===== src/rtl/gpio_irq_pkg.sv =====
package gpio_irq_pkg;
  localparam int unsigned OFS_DATA  = 'h00;
  localparam int unsigned OFS_DIR   = 'h04;
  localparam int unsigned OFS_IEN   = 'h30;
  localparam int unsigned OFS_IMASK = 'h34;
  localparam int unsigned OFS_ITYPE = 'h38;
  localparam int unsigned OFS_IPOL  = 'h3C;
  localparam int unsigned OFS_ISTAT = 'h40;
  localparam int unsigned OFS_IRAW  = 'h44;
  localparam int unsigned OFS_DEBNC = 'h48;
  localparam int unsigned OFS_EOI   = 'h4C;
  localparam int unsigned OFS_EXT   = 'h50;
  localparam int unsigned OFS_LSYNC = 'h60;
  localparam int unsigned OFS_IDENT = 'h64;
  localparam int unsigned OFS_BOTH  = 'h68;
  localparam int unsigned OFS_VER   = 'h6C;

  typedef enum logic [1:0] {
    BUS_IDLE  = 2'd0,
    BUS_READ  = 2'd1,
    BUS_WRITE = 2'd2
  } bus_op_e;
endpackage


===== src/rtl/gpio_in_sync.sv =====
module gpio_in_sync #(
  parameter int WIDTH = 32,
  parameter int STAGES = 2
) (
  input  logic             clk,
  input  logic             rst_n,
  input  logic [WIDTH-1:0] pin_i,
  output logic [WIDTH-1:0] lvl_o,
  output logic [WIDTH-1:0] prev_o
);
  logic [WIDTH-1:0] stage_q [STAGES];
  logic [WIDTH-1:0] prev_q;

  genvar g;
  generate
    for (g = 0; g < STAGES; g++) begin : g_stage
      always_ff @(posedge clk or negedge rst_n) begin
        if (!rst_n) begin
          stage_q[g] <= '0;
        end else if (g == 0) begin
          stage_q[g] <= pin_i;
        end else begin
          stage_q[g] <= stage_q[(g == 0) ? 0 : g-1];
        end
      end
    end
  endgenerate

  always_ff @(posedge clk or negedge rst_n) begin
    if (!rst_n) prev_q <= '0;
    else        prev_q <= stage_q[STAGES-1];
  end

  assign lvl_o  = stage_q[STAGES-1];
  assign prev_o = prev_q;
endmodule


===== src/rtl/gpio_irq_bank.sv =====
module gpio_irq_bank #(
  parameter int WIDTH = 32
) (
  input  logic             clk,
  input  logic             rst_n,
  input  logic [WIDTH-1:0] lvl_i,
  input  logic [WIDTH-1:0] prev_i,
  input  logic [WIDTH-1:0] en_i,
  input  logic [WIDTH-1:0] edge_i,
  input  logic [WIDTH-1:0] pol_i,
  input  logic [WIDTH-1:0] both_i,
  input  logic [WIDTH-1:0] mask_i,
  input  logic             eoi_we_i,
  input  logic [WIDTH-1:0] eoi_bits_i,
  output logic [WIDTH-1:0] raw_o,
  output logic [WIDTH-1:0] stat_o,
  output logic             irq_o
);
  logic [WIDTH-1:0] latch_q;
  logic [WIDTH-1:0] set_v;

  genvar b;
  generate
    for (b = 0; b < WIDTH; b++) begin : g_cell
      logic rise, fall, hit, armed, active_lvl;
      always_comb begin
        rise       = lvl_i[b] & ~prev_i[b];
        fall       = ~lvl_i[b] & prev_i[b];
        hit        = both_i[b] ? (rise | fall) : (pol_i[b] ? rise : fall);
        armed      = en_i[b] & edge_i[b];
        active_lvl = pol_i[b] ? lvl_i[b] : ~lvl_i[b];
        set_v[b]   = armed & hit;
      end

      always_ff @(posedge clk or negedge rst_n) begin
        if (!rst_n)                          latch_q[b] <= 1'b0;
        else if (!armed)                     latch_q[b] <= 1'b0;
        else if (hit)                        latch_q[b] <= 1'b1;
        else if (eoi_we_i && eoi_bits_i[b])  latch_q[b] <= 1'b0;
      end

      assign raw_o[b] = en_i[b] & (edge_i[b] ? latch_q[b] : active_lvl);
    end
  endgenerate

  assign stat_o = raw_o & ~mask_i;
  assign irq_o  = |stat_o;

  AST_LATCH_NEEDS_EVENT: assert property (@(posedge clk) disable iff (!rst_n)
    1'b1 |=> ((latch_q & ~$past(latch_q) & ~$past(set_v)) == '0));

  AST_EOI_CLEARS: assert property (@(posedge clk) disable iff (!rst_n)
    eoi_we_i |=> ((latch_q & $past(eoi_bits_i) & ~$past(set_v)) == '0));

  AST_MASKED_QUIET: assert property (@(posedge clk) disable iff (!rst_n)
    ((en_i & ~mask_i) == '0) |-> !irq_o);
endmodule


===== src/rtl/gpio_irq_port.sv =====
module gpio_irq_port
  import gpio_irq_pkg::*;
#(
  parameter int          WIDTH     = 32,
  parameter int          ADDR_W    = 8,
  parameter logic [31:0] ID_VALUE  = 32'h4750_4F31,
  parameter logic [31:0] VER_VALUE = 32'h0000_0102
) (
  input  logic              clk,
  input  logic              rst_n,
  input  logic              psel,
  input  logic              penable,
  input  logic              pwrite,
  input  logic [ADDR_W-1:0] paddr,
  input  logic [WIDTH-1:0]  pwdata,
  output logic [WIDTH-1:0]  prdata,
  input  logic [WIDTH-1:0]  pin_in,
  output logic [WIDTH-1:0]  pin_out,
  output logic [WIDTH-1:0]  pin_oe,
  output logic              irq
);
  localparam int SYNC_STAGES = 2;

  bus_op_e op;
  logic    wr_en;
  logic [WIDTH-1:0] data_q, dir_q, ien_q, imask_q, itype_q, ipol_q, both_q, debnc_q;
  logic             lsync_q;
  logic [WIDTH-1:0] lvl, prev, raw, stat;
  logic             eoi_we;

  always_comb begin
    if (psel && penable) op = pwrite ? BUS_WRITE : BUS_READ;
    else                 op = BUS_IDLE;
  end
  assign wr_en  = (op == BUS_WRITE);
  assign eoi_we = wr_en && (paddr == ADDR_W'(OFS_EOI));

  always_ff @(posedge clk or negedge rst_n) begin
    if (!rst_n) begin
      data_q  <= '0;
      dir_q   <= '0;
      ien_q   <= '0;
      imask_q <= '0;
      itype_q <= '0;
      ipol_q  <= '0;
      both_q  <= '0;
      debnc_q <= '0;
      lsync_q <= 1'b0;
    end else if (wr_en) begin
      case (paddr)
        ADDR_W'(OFS_DATA):  data_q  <= pwdata;
        ADDR_W'(OFS_DIR):   dir_q   <= pwdata;
        ADDR_W'(OFS_IEN):   ien_q   <= pwdata;
        ADDR_W'(OFS_IMASK): imask_q <= pwdata;
        ADDR_W'(OFS_ITYPE): itype_q <= pwdata;
        ADDR_W'(OFS_IPOL):  ipol_q  <= pwdata;
        ADDR_W'(OFS_BOTH):  both_q  <= pwdata;
        ADDR_W'(OFS_DEBNC): debnc_q <= pwdata;
        ADDR_W'(OFS_LSYNC): lsync_q <= pwdata[0];
        default: ;
      endcase
    end
  end

  gpio_in_sync #(.WIDTH(WIDTH), .STAGES(SYNC_STAGES)) u_sync (
    .clk    (clk),
    .rst_n  (rst_n),
    .pin_i  (pin_in),
    .lvl_o  (lvl),
    .prev_o (prev)
  );

  gpio_irq_bank #(.WIDTH(WIDTH)) u_bank (
    .clk        (clk),
    .rst_n      (rst_n),
    .lvl_i      (lvl),
    .prev_i     (prev),
    .en_i       (ien_q),
    .edge_i     (itype_q),
    .pol_i      (ipol_q),
    .both_i     (both_q),
    .mask_i     (imask_q),
    .eoi_we_i   (eoi_we),
    .eoi_bits_i (pwdata),
    .raw_o      (raw),
    .stat_o     (stat),
    .irq_o      (irq)
  );

  always_comb begin
    prdata = '0;
    if (op == BUS_READ) begin
      case (paddr)
        ADDR_W'(OFS_DATA):  prdata = data_q;
        ADDR_W'(OFS_DIR):   prdata = dir_q;
        ADDR_W'(OFS_IEN):   prdata = ien_q;
        ADDR_W'(OFS_IMASK): prdata = imask_q;
        ADDR_W'(OFS_ITYPE): prdata = itype_q;
        ADDR_W'(OFS_IPOL):  prdata = ipol_q;
        ADDR_W'(OFS_ISTAT): prdata = stat;
        ADDR_W'(OFS_IRAW):  prdata = raw;
        ADDR_W'(OFS_DEBNC): prdata = debnc_q;
        ADDR_W'(OFS_EXT):   prdata = lvl;
        ADDR_W'(OFS_LSYNC): prdata = WIDTH'(lsync_q);
        ADDR_W'(OFS_IDENT): prdata = WIDTH'(ID_VALUE);
        ADDR_W'(OFS_BOTH):  prdata = both_q;
        ADDR_W'(OFS_VER):   prdata = WIDTH'(VER_VALUE);
        default:            prdata = '0;
      endcase
    end
  end

  assign pin_out = data_q;
  assign pin_oe  = dir_q;

  AST_OE_HOLDS: assert property (@(posedge clk) disable iff (!rst_n)
    !(wr_en && paddr == ADDR_W'(OFS_DIR)) |=> $stable(pin_oe));

  always_comb begin
    if (rst_n && op == BUS_READ && paddr == ADDR_W'(OFS_EOI))
      AST_EOI_READS_ZERO: assert (prdata == '0);
  end
endmodule


===== config.mk =====
export PLATFORM = sky130hd
export DESIGN_NAME = gpio_irq_port
export DESIGN_NICKNAME = d
export VERILOG_FILES = /design/src/rtl/gpio_irq_pkg.sv /design/src/rtl/gpio_in_sync.sv /design/src/rtl/gpio_irq_bank.sv /design/src/rtl/gpio_irq_port.sv
export SDC_FILE = /design/constraint.sdc
export NUM_CORES = 1
export LEC_CHECK = 0
export CAP_MARGIN = 20
export CORE_MARGIN = 1
export CORE_UTILIZATION = 35
export CTS_CLUSTER_DIAMETER = 60
export DETAILED_ROUTE_END_ITERATION = 8
export GPL_ROUTABILITY_DRIVEN = 0
export PLACE_DENSITY = 0.55
export SETUP_SLACK_MARGIN = 0.3
export SYNTH_ARGS = -nofsm -noshare
export SYNTH_HDL_FRONTEND = slang
export SYNTH_SLANG_ARGS = --single-unit
export TNS_END_PERCENT = 20

===== constraint.sdc =====
create_clock -name clk -period 7.61 [get_ports clk]
set_input_delay 1.9025 -clock clk [delete_from_list [all_inputs] [get_ports clk]]
set_output_delay 1.9025 -clock clk [all_outputs]
set_load 0.01 [all_outputs]

After elaboration in Yosys (flattened, before gate mapping)
Index checks and enable logic that the tools add are counted.
- equal/unequal tests: 48
- mux-type cells: 228
- bitwise operators: 226
- reductions and logical operators: 45
- operators with widths (kind ; count):
    one-hot mux 32 bit (14 select lines) ; 1
    2-to-1 mux 1 bit ; 224
    AND 1 bit ; 128
    inequality test 3 x 2 -> 1 bit, second input constant ; 32
    == test 8 x 7 -> 1 bit, second input constant ; 9
    inverter 1 bit ; 64
    logical AND 1 bit ; 34
    AND 32 bit ; 1
    == test 8 x 6 -> 1 bit, second input constant ; 4
    2-to-1 mux 32 bit ; 1
    inverter 32 bit ; 1
    bitwise OR 1 bit ; 32
    OR reduction 32 bit ; 1
    AND reduction 2 bit ; 9
    == test 8 x 3 -> 1 bit, second input constant ; 1
    zero test 8 bit ; 1
    2-to-1 mux 2 bit ; 2
    == test 2 x 1 -> 1 bit, second input constant ; 1
    == test 2 bit, second input constant ; 1
- register bits after elaboration: 385
- input bits: 77
- output and inout port bits: 97

Depth between registers and ports, before layout
- depth after elaboration: 8
- mapped depth: 8
- gate-level depth less buffers: 6

Cells and area by module
A second synthesis with hierarchy kept.
- cells, all modules: 1783
- area, all modules: 19824.0 um2
- modules (own cells, without submodules) (module ; instances ; cells an instance ; area an instance (um2) ; seq. area each (um2)):
    gpio_irq_port ; 1 ; 1051 ; 12863.6 ; 6431.2
    gpio_irq_bank ; 1 ; 604 ; 4317.9 ; 800.8
    gpio_in_sync ; 1 ; 128 ; 2642.5 ; 2402.3

Least setup slack after synthesis
Ideal clock, no wire load.
- path type: input-to-output
- from: in paddr[3]
- to: out prdata[5]
- arrival: 3506 ps
- data required time: 5707 ps
- path slack: 2202 ps
- stages: 6
- buffers on the path: 2
- cell sequence: clkbuf_1 > clkbuf_1 > mux4_2 > and3_1 > a2111oi_0 > a31oi_1
- longest elaborated chain between the ends: 3
- RTL lines (element ; line ; RTL):
    from (decl) ; gpio_irq_port.sv:14 ; input logic [ADDR_W-1:0] paddr,
    == test 8 x 7 -> 1 bit (tied with other cells) ; gpio_irq_port.sv:93 ; case (paddr)
    one-hot mux 32 bit (14 select lines) * ; gpio_irq_port.sv:93 ;
    2-to-1 mux 32 bit * ; gpio_irq_port.sv:92 ; if (op == BUS_READ) begin
    to (decl) ; gpio_irq_port.sv:16 ; output logic [WIDTH-1:0] prdata,
Mark *: on every way between the ends. The rest lies on a longest branch, timed or not.

Final worst setup path
- from: in paddr[4]
- to: out prdata[18]
The elaborated chain is that of the path after synthesis.

==> results_dict.tcl <==
set metrics [dict create \
    status "finished, violations left" \
    violations "DRC" \
    antenna_found_initial 0 \
    fin_setup_tns_ns 0 \
    cp_max_fo 15 \
    synth_top_family_by_area "multiplexers" \
    cap_violations 0 \
    crit_path_frequent_cell "buf_4" \
    maxSlewViolCount 0 \
    drcViolationCount 6 \
    grt_overflow 0 \
    ctsHoldBuffers 0 \
    fin_skew_ns 0.0150 \
    r2r-start "u_sync.lvl_o[30]" \
    setup_violations 0 \
    synth_edf_count 0 \
    synth_seq_area_share 0.512 \
    area_delta_synth_final_pct 22.7 \
    finalCriticalPeriod_ns 7.19 \
    critical-path-top-delay-family "buffers and inverters" \
    grt_pass1_wl_mm 91.6 \
    arrival_ns 5.29 \
    fillerInstances 4914 \
    start_kind "primary input" \
    min_path_cells 0 \
    first_global_vias 14100 \
    syn_area_sq_mm 0.0188 \
    clock_latency_ns 0.57 \
    layout_commonest_cell "dfrtp_1" \
    synthArstFlopShare 1.00 \
    critical_path_class "in2out" \
    rsz0062_at_grt "no" \
    min_period_over_period 0.945 \
    crit_path_top_delay_cell "clkdlybuf4s50_1" \
    hold_viol_final 0 \
    vias_per_cell 5.66 \
    insertedDiodeCount 0 \
    syn_area_per_cell_sq_um 12.0 \
    worstReg2RegEnd "u_bank.latch_q[30]" \
    drt_iter0_drc 1382 \
    worst_path_largest_cell_delay_ns 0.62 \
    fmax_mhz 139 \
    critPathBufInv 5 \
    required_ns 5.71 \
    first_pass_iters 9 \
    worst_pin_slew_ns 1.15 \
    htreeDepth 2 \
    cts_tree "yes" \
    peakVddDrop_uv 153 \
    wl_per_cell_um 24.5 \
    final_cells 2484 \
    synthFlopType "dfrtp_1" \
    syn-num-nets 1709 \
    ys_types 66 \
    fin_hold_ws_ns 0.346 \
    ys_ff_latch 385 \
    synthCells 1568 \
    synthMuxAreaShare 0.172 \
    ff2ff_path_depth 6 \
    totalWireLength_mm 60.8 \
    cts_num_sinks 385 \
    num_io_pins 174 \
    yosys_warnings 0 \
    cts-root-buf "clkbuf_16" \
    core_sq_mm 0.0529 \
    critPathCapture "prdata[18]" \
    place.port_buffers 173 \
    critPathCaptureType "primary output" \
    antenna_left 0 \
    crit_chain "clkdlybuf4s50_1 -> buf_4 -> nor4_4 -> buf_4 -> and2_1 -> buf_4 -> a22o_1 -> a21oi_1 -> a31oi_1 -> clkdlybuf4s50_1" \
    synth-compound-area-share 0.147 \
    leakage_nw 10.7 \
    track_usage 0.224 \
    synthAdderAreaFrac 0.0425 \
    post-dp-hpwl_mm 41.2 \
    dp.cells 2399 \
    worst-path-stages 10 \
    p_per_area_mw_per_mm2 204 \
    num_vias 14100 \
    grt_max_degree 151 \
    layout_common_cells "385 x dfrtp_1, 232 x mux2_2, 171 x clkdlybuf4s50_1" \
    hold_class "reg2reg" \
    reg2reg_slack_ns 6.02 \
    die_w_um 234 \
    postCtsSetupBuffers 0 \
    die_y_um 234 \
    synth-simple-area-share 0.0740 \
    relSlewSlack 0.229 \
    initial_core_util 0.356 \
    die-area_sq_mm 0.0547 \
    synth-xor-area-share 0.0149 \
    layout.nets 1901 \
    clk_pin_slew_ns 0.06 \
    cts_buffers 47 \
    drive_above_1_share 0.213 \
    cts_buffer_depth 3 \
    ctsResizeCount 0 \
    critPathLaunch "paddr[4]" \
    row_count 84 \
]
[sequential cells by signal, summed over array words and instances (netlist names)]
name            flops
both_q             32
debnc_q            32
ien_q              32
imask_q            32
ipol_q             32
itype_q            32
lsync_q             1
pin_oe             32
pin_out            32
u_bank.latch_q     32
u_sync.lvl_o       32
u_sync.prev_o      32
u_sync.stage_q     32
[cells in the mapped netlist, drive strengths merged, types with 38 or more instances]
cell,count,area (sq um)
mux2i,45,450
o21ai,50,250
buf,51,277
nor2,51,199
inv,79,297
nor2b,38,238
a22oi,46,345
dfrtp,385,9630
mux2,244,2750
nand2,53,201
ha,64,801
a21oi,59,295
[cell type report]
cell class / count / area, sq um / area share
timing repair buffer: 228 / 2210 / 0.0955
multi-input combinational: 1019 / 8540 / 0.369
sequential: 385 / 9630 / 0.417
tap: 688 / 861 / 0.0373
clock buffer: 67 / 1360 / 0.0589
clock inverter: 18 / 210 / 0.00910
inverter: 79 / 297 / 0.0128
[kinds of logic after synthesis]
kind of cell | Yosys count
fa+ha+maj | 64
xor+xnor | 32
mux | 291
compound gates | 384
simple gates | 248
buf+inv | 164
flops | 385
[metrics by stage]
step                power (W)  area (sq um)  utilization  setup slack, ns
finish                0.00471         23100        0.437            0.418
floorplan             0.00228         18800            -             2.20
detailed placement    0.00248         21500        0.407            0.520
CTS                   0.00477         23100        0.437            0.494
global placement      0.00247         21500        0.407            0.536
global route          0.00488         23100        0.437            0.370
[worst min path at each step]
stage	endpoint	slack [ns]	startpoint
after floorplan	u_sync.lvl_o[0]	0.33	u_sync.stage_q[32]
after global placement	u_sync.lvl_o[25]	0.34	u_sync.stage_q[57]
after detailed placement	u_sync.lvl_o[13]	0.33	u_sync.stage_q[45]
after CTS	u_sync.lvl_o[12]	0.35	u_sync.stage_q[44]
after global routing	u_sync.lvl_o[13]	0.35	u_sync.stage_q[45]
final	u_sync.lvl_o[18]	0.35	u_sync.stage_q[50]
[layer usage]
layer / track usage / vias up / part of all wire / wire (um)
li1: - / 6181 / - / -
met1: 0.321 / 7210 / 0.45 / 27400
met2: 0.343 / 565 / 0.45 / 27500
met3: 0.0404 / 97 / 0.070 / 4240
met4: 0.0686 / 0 / 0.028 / 1680
met5: 0 / - / 0 / 0
[worst register-to-register path, cell delays in order, from the launching register on]
cell      delay, ns
dfrtp_1        0.56
inv_1          0.09
ha_1           0.20
nor2b_1        0.12
a211oi_1       0.21
a21oi_1        0.08
o211a_1        0.23
[where the power goes]
part	internal (W)	switching [W]
Clock	0.00138	0.000889
Sequential	0.00210	0.0000495
Combinational	0.000120	0.000174
Total	0.00359	0.00111
(Power assumes the default switching activity.)
